===== src/rtl/ilm_pkg.sv =====
package ilm_pkg;
  typedef struct packed {
    logic startPulse;
    logic endPulse;
    logic clearPulse;
  } ilm_strobe_t;
endpackage


===== src/rtl/ilm_edge_sync.sv =====
module ilm_edge_sync #(
  parameter int STAGES = 2
) (
  input  logic clk,
  input  logic rstN,
  input  logic asyncIn,
  output logic riseOut
);
  logic [STAGES-1:0] chain;
  logic              prevLevel;

  always_ff @(posedge clk) begin
    if (!rstN) begin
      chain     <= '0;
      prevLevel <= 1'b0;
    end else begin
      chain[0] <= asyncIn;
      for (int i = 1; i < STAGES; i++) chain[i] <= chain[i-1];
      prevLevel <= chain[STAGES-1];
    end
  end

  assign riseOut = chain[STAGES-1] & ~prevLevel;
endmodule


===== src/rtl/ilm_ctrl.sv =====
module ilm_ctrl
  import ilm_pkg::*;
(
  input  logic        clk,
  input  logic        rstN,
  input  logic        startTrial,
  input  logic        ackIrq,
  input  logic        clearStats,
  output ilm_strobe_t strobe,
  output logic        running
);
  typedef enum logic {ST_IDLE, ST_RUN} state_t;
  state_t state;

  logic takeStart, takeAck;
  assign takeStart = (state == ST_IDLE) && startTrial;
  assign takeAck   = (state == ST_RUN) && ackIrq;

  always_ff @(posedge clk) begin
    if (!rstN) state <= ST_IDLE;
    else if (takeStart) state <= ST_RUN;
    else if (takeAck) state <= ST_IDLE;
  end

  assign running           = (state == ST_RUN);
  assign strobe.startPulse = takeStart;
  assign strobe.endPulse   = takeAck;
  assign strobe.clearPulse = clearStats;
endmodule


===== src/rtl/ilm_datapath.sv =====
module ilm_datapath
  import ilm_pkg::*;
#(
  parameter int LAT_W = 32,
  parameter int CNT_W = 32,
  parameter int SUM_W = 48,
  parameter int SQ_W  = 64,
  parameter int TS_W  = 24
) (
  input  logic              clk,
  input  logic              rstN,
  input  ilm_strobe_t       strobe,
  input  logic              running,
  input  logic              tickSel,
  input  logic              tickRise,
  input  logic              trigRise,
  output logic [LAT_W-1:0]  latCnt,
  output logic [LAT_W-1:0]  lastLat,
  output logic              ovfFlag,
  output logic [LAT_W-1:0]  minLat,
  output logic [LAT_W-1:0]  maxLat,
  output logic [CNT_W-1:0]  cntAcc,
  output logic [SUM_W-1:0]  sumAcc,
  output logic [SQ_W-1:0]   sqAcc,
  output logic [TS_W-1:0]   tsCnt,
  output logic [TS_W-1:0]   tsCap
);
  localparam int PROD_W = 2 * LAT_W;

  logic              latFull;
  logic [LAT_W-1:0]  latNext;
  logic [PROD_W-1:0] latSquare;
  logic [CNT_W:0]    cntWide;
  logic [SUM_W:0]    sumWide;
  logic [SQ_W:0]     sqWide;
  logic              tsStep;

  assign latFull   = &latCnt;
  assign latNext   = latFull ? latCnt : latCnt + 1'b1;
  assign latSquare = PROD_W'(latNext) * PROD_W'(latNext);
  assign cntWide   = {1'b0, cntAcc} + (CNT_W+1)'(1);
  assign sumWide   = {1'b0, sumAcc} + (SUM_W+1)'(latNext);
  assign sqWide    = {1'b0, sqAcc} + (SQ_W+1)'(latSquare);
  assign tsStep    = tickSel ? tickRise : 1'b1;

  always_ff @(posedge clk) begin
    if (!rstN) begin
      latCnt  <= '0;
      lastLat <= '0;
      ovfFlag <= 1'b0;
    end else begin
      if (strobe.startPulse) latCnt <= '0;
      else if (running) latCnt <= latNext;
      if (running && latFull) ovfFlag <= 1'b1;
      if (strobe.clearPulse) ovfFlag <= 1'b0;
      if (strobe.endPulse) lastLat <= latNext;
    end
  end

  always_ff @(posedge clk) begin
    if (!rstN || strobe.clearPulse) begin
      minLat <= '1;
      maxLat <= '0;
      cntAcc <= '0;
      sumAcc <= '0;
      sqAcc  <= '0;
    end else if (strobe.endPulse) begin
      if (latNext < minLat) minLat <= latNext;
      if (latNext > maxLat) maxLat <= latNext;
      cntAcc <= cntWide[CNT_W] ? '1 : cntWide[CNT_W-1:0];
      sumAcc <= sumWide[SUM_W] ? '1 : sumWide[SUM_W-1:0];
      sqAcc  <= sqWide[SQ_W]   ? '1 : sqWide[SQ_W-1:0];
    end
  end

  always_ff @(posedge clk) begin
    if (!rstN) begin
      tsCnt <= '0;
      tsCap <= '0;
    end else begin
      if (tsStep) tsCnt <= tsCnt + 1'b1;
      if (trigRise) tsCap <= tsCnt;
    end
  end
endmodule


===== src/rtl/irq_latency_unit.sv =====
module irq_latency_unit
  import ilm_pkg::*;
#(
  parameter int LAT_W       = 32,
  parameter int CNT_W       = 32,
  parameter int SUM_W       = 48,
  parameter int SQ_W        = 64,
  parameter int TS_W        = 24,
  parameter int SYNC_STAGES = 2
) (
  input  logic             clk,
  input  logic             rstN,
  input  logic             startTrial,
  input  logic             ackIrq,
  input  logic             clearStats,
  input  logic             tickSel,
  input  logic             extTick,
  input  logic             extTrigger,
  output logic             irqOut,
  output logic             trialActive,
  output logic [LAT_W-1:0] latencyNow,
  output logic [LAT_W-1:0] lastLatency,
  output logic             latOverflow,
  output logic [LAT_W-1:0] minLatency,
  output logic [LAT_W-1:0] maxLatency,
  output logic [CNT_W-1:0] sampleCount,
  output logic [SUM_W-1:0] sumLatency,
  output logic [SQ_W-1:0]  sumSquares,
  output logic [TS_W-1:0]  timeStamp,
  output logic [TS_W-1:0]  captureValue
);
  ilm_strobe_t strobe;
  logic        running, tickRise, trigRise;

  ilm_edge_sync #(.STAGES(SYNC_STAGES)) u_tickSync (
    .clk(clk), .rstN(rstN), .asyncIn(extTick), .riseOut(tickRise));
  ilm_edge_sync #(.STAGES(SYNC_STAGES)) u_trigSync (
    .clk(clk), .rstN(rstN), .asyncIn(extTrigger), .riseOut(trigRise));

  ilm_ctrl u_ctrl (
    .clk(clk), .rstN(rstN), .startTrial(startTrial), .ackIrq(ackIrq),
    .clearStats(clearStats), .strobe(strobe), .running(running));

  ilm_datapath #(
    .LAT_W(LAT_W), .CNT_W(CNT_W), .SUM_W(SUM_W), .SQ_W(SQ_W), .TS_W(TS_W)
  ) u_dp (
    .clk(clk), .rstN(rstN), .strobe(strobe), .running(running),
    .tickSel(tickSel), .tickRise(tickRise), .trigRise(trigRise),
    .latCnt(latencyNow), .lastLat(lastLatency), .ovfFlag(latOverflow),
    .minLat(minLatency), .maxLat(maxLatency), .cntAcc(sampleCount),
    .sumAcc(sumLatency), .sqAcc(sumSquares), .tsCnt(timeStamp),
    .tsCap(captureValue));

  assign irqOut      = running;
  assign trialActive = running;
endmodule


===== config.mk =====
export PLATFORM = sky130hd
export DESIGN_NAME = irq_latency_unit
export DESIGN_NICKNAME = d
export VERILOG_FILES = /design/src/rtl/ilm_pkg.sv /design/src/rtl/ilm_edge_sync.sv /design/src/rtl/ilm_ctrl.sv /design/src/rtl/ilm_datapath.sv /design/src/rtl/irq_latency_unit.sv
export SDC_FILE = /design/constraint.sdc
export NUM_CORES = 2
export LEC_CHECK = 0
export ABC_CLOCK_PERIOD_IN_PS = 30400
export BUFFER_PORTS_ARGS = -buffer_cell sky130_fd_sc_hd__buf_2
export CORE_MARGIN = 2
export CORE_UTILIZATION = 63
export DETAILED_ROUTE_END_ITERATION = 16
export GPL_ROUTABILITY_DRIVEN = 1
export PLACE_DENSITY = 0.83
export SLEW_MARGIN = 15
export SYNTH_ARGS = -nofsm -noshare
export SYNTH_HDL_FRONTEND = slang
export SYNTH_SLANG_ARGS = --single-unit

===== constraint.sdc =====
create_clock -name clk -period 30.4 [get_ports clk]
set_input_delay 4.56 -clock clk [delete_from_list [all_inputs] [get_ports clk]]
set_output_delay 4.56 -clock clk [all_outputs]
set_load 0.02 [all_outputs]

After elaboration in Yosys (flattened, before gate mapping):

Index checks and enable logic that the tools add are counted.

* word-level logic and storage cells: 47
* flip-flop bits (word level): 328
* output and inout port bits: 323
* input port bits: 8

* mux-type cells: 7
* $add $sub $neg: 5
* multiply operators: 1
* reduce and logical (&&, ||, !) cells: 11
* bitwise gates (word level): 6
* $lt $le $gt $ge: 2

Operators with widths (number)
* $add A64 B64 Y65: 1
* $mul A32 B32 Y64: 1
* $mux W32: 2
* $mux W64: 1
* $add A48 B32 Y49: 1
* $mux W48: 1
* $add A32 B1 Y33 const B: 1
* $add A32 B1 Y32 const B: 1
* $gt A32 B32 Y1: 1
* $lt A32 B32 Y1: 1
* $reduce_and A32 Y1: 1
* $add A24 B1 Y24 const B: 1
* $not A1 Y1: 4
* $reduce_and A2 Y1: 2
* $reduce_or A2 Y1: 2
* $logic_and A1 B1 Y1: 3
* $mux W1: 3
* $and A1 B1 Y1: 2
* $reduce_bool A2 Y1: 1
* $logic_not A1 Y1: 1
* $logic_or A1 B1 Y1: 1

Depth between registers and ports, before layout:

* depth after elaboration: 5
* depth in mapped cells: 40
* mapped depth without buffers: 36

By module:

Synthesis repeated with hierarchy kept, for this count alone.

* cell total of the unflattened synthesis: 5134
* area total of the unflattened synthesis: 46059.2 µm²

Modules (own cells, without submodules)
* ilm_datapath: times used 1, area an instance 45797.7 µm², cells each 5111, seq. area each 6426.2 µm²
* ilm_edge_sync: times used 2, area an instance 92.6 µm², cells each 7, seq. area each 60.1 µm²
* ilm_ctrl: times used 1, area an instance 68.8 µm², cells each 8, seq. area each 20.0 µm²
* irq_latency_unit: times used 1, area an instance 7.5 µm², cells each 1, seq. area each 0.0 µm²

Least setup slack after synthesis:

OpenSTA, ideal clock, no wires.

* kind: register to register
* start point: register u_dp.latCnt[0]
* end point: register u_dp.sqAcc[58]
* buffers on the path: 2
* period minus slack after synthesis: 9687 ps
* library setup time: 95 ps
* slack: 20713 ps
* required time: 30305 ps
* data arrival time: 9592 ps
* cell stages (with the launch flop): 36
* cells stage by stage: dfxtp_1 -> ha_1 -> nand3_1 -> nor4_4 -> and3_1 -> nor3_1 -> and3_1 -> nand3_1 -> xor2_1 -> inv_1 -> clkbuf_1 -> nand2_1 -> fa_1 -> fa_1 -> inv_1 -> fa_1 -> inv_1 -> fa_1 -> inv_1 -> fa_1 -> fa_1 -> fa_1 -> inv_1 -> fa_1 -> inv_1 -> ha_1 -> clkbuf_1 -> nand2_1 -> or4_1 -> a211oi_1 -> o31a_1 -> a22o_1 -> a2bb2oi_1 -> a31oi_1 -> xor2_1 -> a221oi_1

* word-level cells in the longest chain between the ends: 5
* elaborated cells on any way between the ends: 6
* those cells by class: add/sub (2); mul (1); mux (2); reduce/logical (1)

Ends and longest elaborated chain
* from (decl): line ilm_datapath.sv:17 `output logic [LAT_W-1:0] latCnt,`
* from (signal assigned): line ilm_datapath.sv:53 `else if (running) latCnt <= latNext;`
* $add A32 B1 Y32 / $reduce_and A32 Y1 (equally long branches): line ilm_datapath.sv:39, ilm_datapath.sv:38
* $mux W32 *: line ilm_datapath.sv:39 `assign latNext = latFull ? latCnt : latCnt + 1'b1;`
* via u_dp.latNext[25]: line ilm_datapath.sv:31 `logic [LAT_W-1:0] latNext;`
* $mul A32 B32 Y64 *: line ilm_datapath.sv:40 `assign latSquare = PROD_W'(latNext) * PROD_W'(latNext);`
* $add A64 B64 Y65 *: line ilm_datapath.sv:43 `assign sqWide = {1'b0, sqAcc} + (SQ_W+1)'(latSquare);`
* $mux W64 *: line ilm_datapath.sv:72 `sqAcc <= sqWide[SQ_W] ? '1 : sqWide[SQ_W-1:0];`
* to (signal assigned): line ilm_datapath.sv:72
* to (decl): line ilm_datapath.sv:24 `output logic [SQ_W-1:0] sqAcc,`

Mark *: on every way through the listed nets, which the timed path passes. The rest lies on a longest branch.
A chain may end at the register's enable or synchronous reset.

Worst setup path in the final report:

* start point: register u_dp.latCnt[0]
* end point: register u_dp.sqAcc[11]

* word-level cells in the longest chain between the ends: 5
* elaborated cells on any way between the ends: 6
* those cells by class: add/sub (2); mul (1); mux (2); reduce/logical (1)

Ends and longest elaborated chain (line)
* $add A32 B1 Y32 / $reduce_and A32 Y1 (equally long branches): ilm_datapath.sv:39, ilm_datapath.sv:38
* $mux W32 *: ilm_datapath.sv:39
* $mul A32 B32 Y64 *: ilm_datapath.sv:40
* $add A64 B64 Y65 *: ilm_datapath.sv:43
* $mux W64 *: ilm_datapath.sv:72

Mark *: on every way between the ends. The rest lies on a longest branch, timed or not.

==> flow_results.org <==
** Outcome
- Run status :: finished, final reports clean

** Power
- Maximum vdd ir drop :: 51.9 uV
- For this design the ratio of total power to cell area is 21.5 nW/um^2.
- The completed layout was analyzed and its total power is 1.08 mW.
- For this design the static power due to leakage is 27.2 nW.

** Logic synthesis
- Top FF cell, synth :: sky130_fd_sc_hd__dfxtp_1
- Number of cells produced by synthesis :: 5,227
- Main area contributors after synthesis :: sky130_fd_sc_hd__fa_1 38%, sky130_fd_sc_hd__dfxtp_1 14%, sky130_fd_sc_hd__inv_1 10%
- The synthesized netlist occupies a cell area of 46,300 sq um.
- Of the post-synthesis cell area, the dominant cell type holds 38.0%.
- Of all cell types, the one taking the most synthesized area is sky130_fd_sc_hd__fa_1.
- Number of enable flip-flop cells after synthesis :: 0
- For this run, the register share of the synthesized area comes to 14.2%.
- Proportion of register bits with asynchronous set or reset after synthesis :: 0%
- Counting every net in the synthesized netlist gives 6,461.
- Averaged over all synthesized cells, the footprint is 8.85 sq um.
- Number of distinct standard cells referenced by the synthesized netlist :: 78
- The synthesized design contains 328 register bits.
- During synthesis, Yosys emitted a total of 0 warnings.

** Global route
- Summed over all layers, the global routing overflow is 0.
- For this run, the total global-route usage over all layers was measured as 41.0%.
- The number of global-route vias before repair was 41.4k.
- Largest net degree at the start of global routing :: 87
- The number of antenna violations at the first check in global routing was 8.
- The first global-routing pass estimated 233,000 microns of wire.

** Worst setup path
- In this run the worst setup path begins at u_dp.latCnt[0]$_SDFFE_PP0P_.
- On the critical path, the stage with the largest delay is an instance of sky130_fd_sc_hd__inv_1.
- In this run the worst path has a maximum fanout of 56.
- The worst setup path is launched from a flop.
- Critical R2R Launch :: u_dp.latCnt[0]$_SDFFE_PP0P_
- By startpoint and endpoint, the worst setup path is classified as flop to flop.
- Data on the critical path arrives at its endpoint at 12,860 ps.
- The worst setup path is captured at a flop.
- Data on the critical path is required at its endpoint by 30,810 ps.
- For this run, the slowest stage of the critical path takes 940 ps.

** Min path
- The startpoint identified for the worst hold timing path is u_trigSync.chain[0]$_SDFF_PN0_.
- In this run the worst hold path is classified as flop to flop.

** Timing
- Measured against its own limit, the worst slew margin works out to 16.9%.
- Slew at the pin closest to its max-slew limit :: 1250 ps
- Final total negative setup slack :: 0 ps
- Setup violations remaining at the end of the flow were counted as 0.
- Derived from the worst setup path, the maximum achievable clock frequency is 80.3 MHz.
- In the finished design, the share of the clock period the worst path needs comes to 41.0%.
- Final min period :: 12,450 ps
- Setup repair after global routing left no endpoint under its margin.
- On the final layout, the worst hold slack is 447 ps.
- The max-slew violation count was 0.
- For the final database, setup skew stands at 25.1 ps.
- Hold violation count in the final report :: 0

** Clock network
- Gates resized during post-CTS repair numbered 0.
- H-tree depth :: 2
- Hold repair after CTS inserted 0 buffers.
- Clock latency on the worst-skew pair, taken at its later pin, is 600 ps.
- Clock-pin slew of the registers on the worst-case setup and hold paths :: 60 ps
- For this design, the sink count on the clock tree is 328.
- In this run the deepest clock path goes through 3 buffers.
- Number of CTS-inserted buffers :: 39
- TritonCTS built the clock tree.
- Root buf cell :: sky130_fd_sc_hd__clkbuf_16
- Post-CTS Repair Setup Buffers :: 0

** Floorplanning
- Die outline area :: 75,600 sq um
- Pin placement for this block handled 331 I/O pins.
- The initial utilization of the core area, before any placement, comes to 63.5%.
- In this run the horizontal extent of the chip is 275 microns.
- Height of the die :: 275 microns
- Placement Rows :: 99
- The floorplan step defined a core boundary enclosing 72,800 sq um.

** Route
- Met2 routed WL :: 66,900 microns
- Once detail routing completed, the nets flagged for antenna violations numbered 0.
- Total iterations of the first detailed-routing run :: 7
- DRC errors left :: 0
- Ratio of routed vias to standard cells :: 6.04
- Signal routing reaches up to met5.
- The routed layout has 38.9k vias.
- For this block, the routed nets add up to 150,000 microns of wire.
- Average routed wire per standard cell :: 23.3 microns
- For this block, wires on met1 add up to 50,000 microns.
- Met3 wirelength from detailed routing :: 19,600 microns
- Count of routing violations after the opening detailed-route iteration :: 4,271

** Finish
- Cell area after layout :: 50,300 sq um
- Number of nets in the finished design :: 6,684
- Cells fill 69.1% of the core in the end.
- Post-synthesis to final-layout area growth :: 8.74%
- The post-route netlist has 9.71% of its cells at a drive strength greater than 1.
- Fill cells in the final layout number 5,531.

** Place
- Placed Area :: 49,000 sq um
- During placement, the flow inserted port buffers numbering 330.
- RD Place Congestion :: 1.10
- Once detailed placement completed, the half-perimeter wirelength came to 115,000 microns.

** Job
- Across the run, the number of max-cap violations was 0.
==> where the power goes <==
| group | internal (mW) | leakage [nW] | switching (mW) |
|---|---|---|---|
| logic | 0.0425 | 23.9 | 0.0991 |
| registers | 0.439 | 2.65 | 0.0103 |
| clock network | 0.280 | 0.626 | 0.210 |
| total | 0.762 | 27.2 | 0.319 |
==> path summary, 6_finish.rpt <==
path | endpoint | slack, ps | depth (start not counted)
worst max-delay path | u_dp.sqAcc[11]$_SDFFE_PP0P_ | 17950 | 36
worst min-delay path | u_trigSync.chain[1]$_SDFF_PN0_ | 450 | 1
worst max register to register | u_dp.sqAcc[11]$_SDFFE_PP0P_ | 17950 | 36
worst min register to register | u_trigSync.chain[1]$_SDFF_PN0_ | 450 | 1
==> cells in the mapped netlist (60+ instances only) <==
master and number:
sky130_fd_sc_hd__nor2_1 408, sky130_fd_sc_hd__xor2_1 101, sky130_fd_sc_hd__fa_1 878, sky130_fd_sc_hd__o21ai_0 154, sky130_fd_sc_hd__clkbuf_1 191, sky130_fd_sc_hd__ha_1 348, sky130_fd_sc_hd__inv_1 1264, sky130_fd_sc_hd__dfxtp_1 328
sky130_fd_sc_hd__nand2_1 501, sky130_fd_sc_hd__xnor2_1 96, sky130_fd_sc_hd__a21oi_1 233, sky130_fd_sc_hd__nand4_1 60, sky130_fd_sc_hd__nand3_1 68
==> through the flow <==
step	worst slack (ps)	std cells
2_1_floorplan	20710	5227
3_3_place_gp	18420	6368
3_5_place_dp	18320	6368
4_1_cts	18290	6439
5_1_grt	17470	6439
6_report	17950	6441
==> flip-flops by register name, summed over array words and instances, names as in the netlist <==
register / cells
u_dp.sqAcc: 64
u_dp.sumAcc: 48
u_dp.cntAcc: 32
u_dp.lastLat: 32
u_dp.latCnt: 32
u_dp.maxLat: 32
u_dp.minLat: 32
u_dp.tsCap: 24
u_dp.tsCnt: 24
u_tickSync.chain: 2
u_trigSync.chain: 2
u_ctrl.running: 1
u_dp.ovfFlag: 1
u_tickSync.prevLevel: 1
u_trigSync.prevLevel: 1
==> critical path: cells and delay by family (launching register included) <==
kind / cells / cell delay (ps)
simple gates: 12 / 4300
flops: 1 / 380
xor+xnor: 2 / 360
compound gates: 3 / 850
buf+inv: 9 / 1610
fa+ha+maj: 10 / 4620
==> routing by layer <==
layer	vias to the layer above	global-route usage (%)
li1	16500	-
met1	19000	48.4
met2	2580	64.0
met3	840	12.5
met4	14	29.1
met5	-	0
==> layout by cell type, fill, tap and decap left out, types with 12 or more instances in the layout <==
cell,count
sky130_fd_sc_hd__and4_1,15
sky130_fd_sc_hd__nand4_1,60
sky130_fd_sc_hd__a31oi_1,21
sky130_fd_sc_hd__ha_1,348
sky130_fd_sc_hd__a211oi_1,54
sky130_fd_sc_hd__nand3_1,68
sky130_fd_sc_hd__buf_2,330
sky130_fd_sc_hd__nand2_1,500
sky130_fd_sc_hd__a21o_1,56
sky130_fd_sc_hd__a21oi_1,233
sky130_fd_sc_hd__xor2_1,94
sky130_fd_sc_hd__o211ai_1,41
sky130_fd_sc_hd__nor3_1,39
sky130_fd_sc_hd__dfxtp_1,328
sky130_fd_sc_hd__a221oi_1,16
sky130_fd_sc_hd__fa_1,878
sky130_fd_sc_hd__inv_1,1264
sky130_fd_sc_hd__a21boi_0,31
sky130_fd_sc_hd__buf_4,72
sky130_fd_sc_hd__and2_1,38
sky130_fd_sc_hd__clkbuf_16,39
sky130_fd_sc_hd__o21bai_1,23
sky130_fd_sc_hd__xnor2_2,16
sky130_fd_sc_hd__nor2b_1,17
sky130_fd_sc_hd__o211a_1,29
sky130_fd_sc_hd__o21ai_0,154
sky130_fd_sc_hd__mux2i_1,12
sky130_fd_sc_hd__o21a_1,12
sky130_fd_sc_hd__xnor2_1,82
sky130_fd_sc_hd__or3_1,16
sky130_fd_sc_hd__and3_1,27
sky130_fd_sc_hd__nor2_1,408
==> logic make-up (layout without fill, tap and decap cells) <==
family | count (synthesis) | in the layout | synth area share [%]
AO/OA/AOI/OAI | 738 | 738 | 10.4
adder cells (fa/ha/maj) | 1226 | 1226 | 47.4
other | 0 | 2 | 0
buffers and inverters | 1492 | 1745 | 12.2
multiplexers | 16 | 16 | 0.365
flip-flops | 328 | 328 | 14.2
AND/OR/NAND/NOR | 1228 | 1228 | 11.6
XOR/XNOR | 199 | 199 | 3.80
==> layout make-up <==
class	count	area, sq um	share of cell area [%]
diodes	2	5.00	0.00994
clock buffers	56	1100	2.19
clock inverters	15	210	0.418
inverters	1272	4770	9.49
multi-input cells	3407	34300	68.1
flip-flops and latches	328	6570	13.0
well taps	959	1200	2.38
repair buffers	402	2190	4.36
Note: power is estimated with default switching activity, not from simulation.
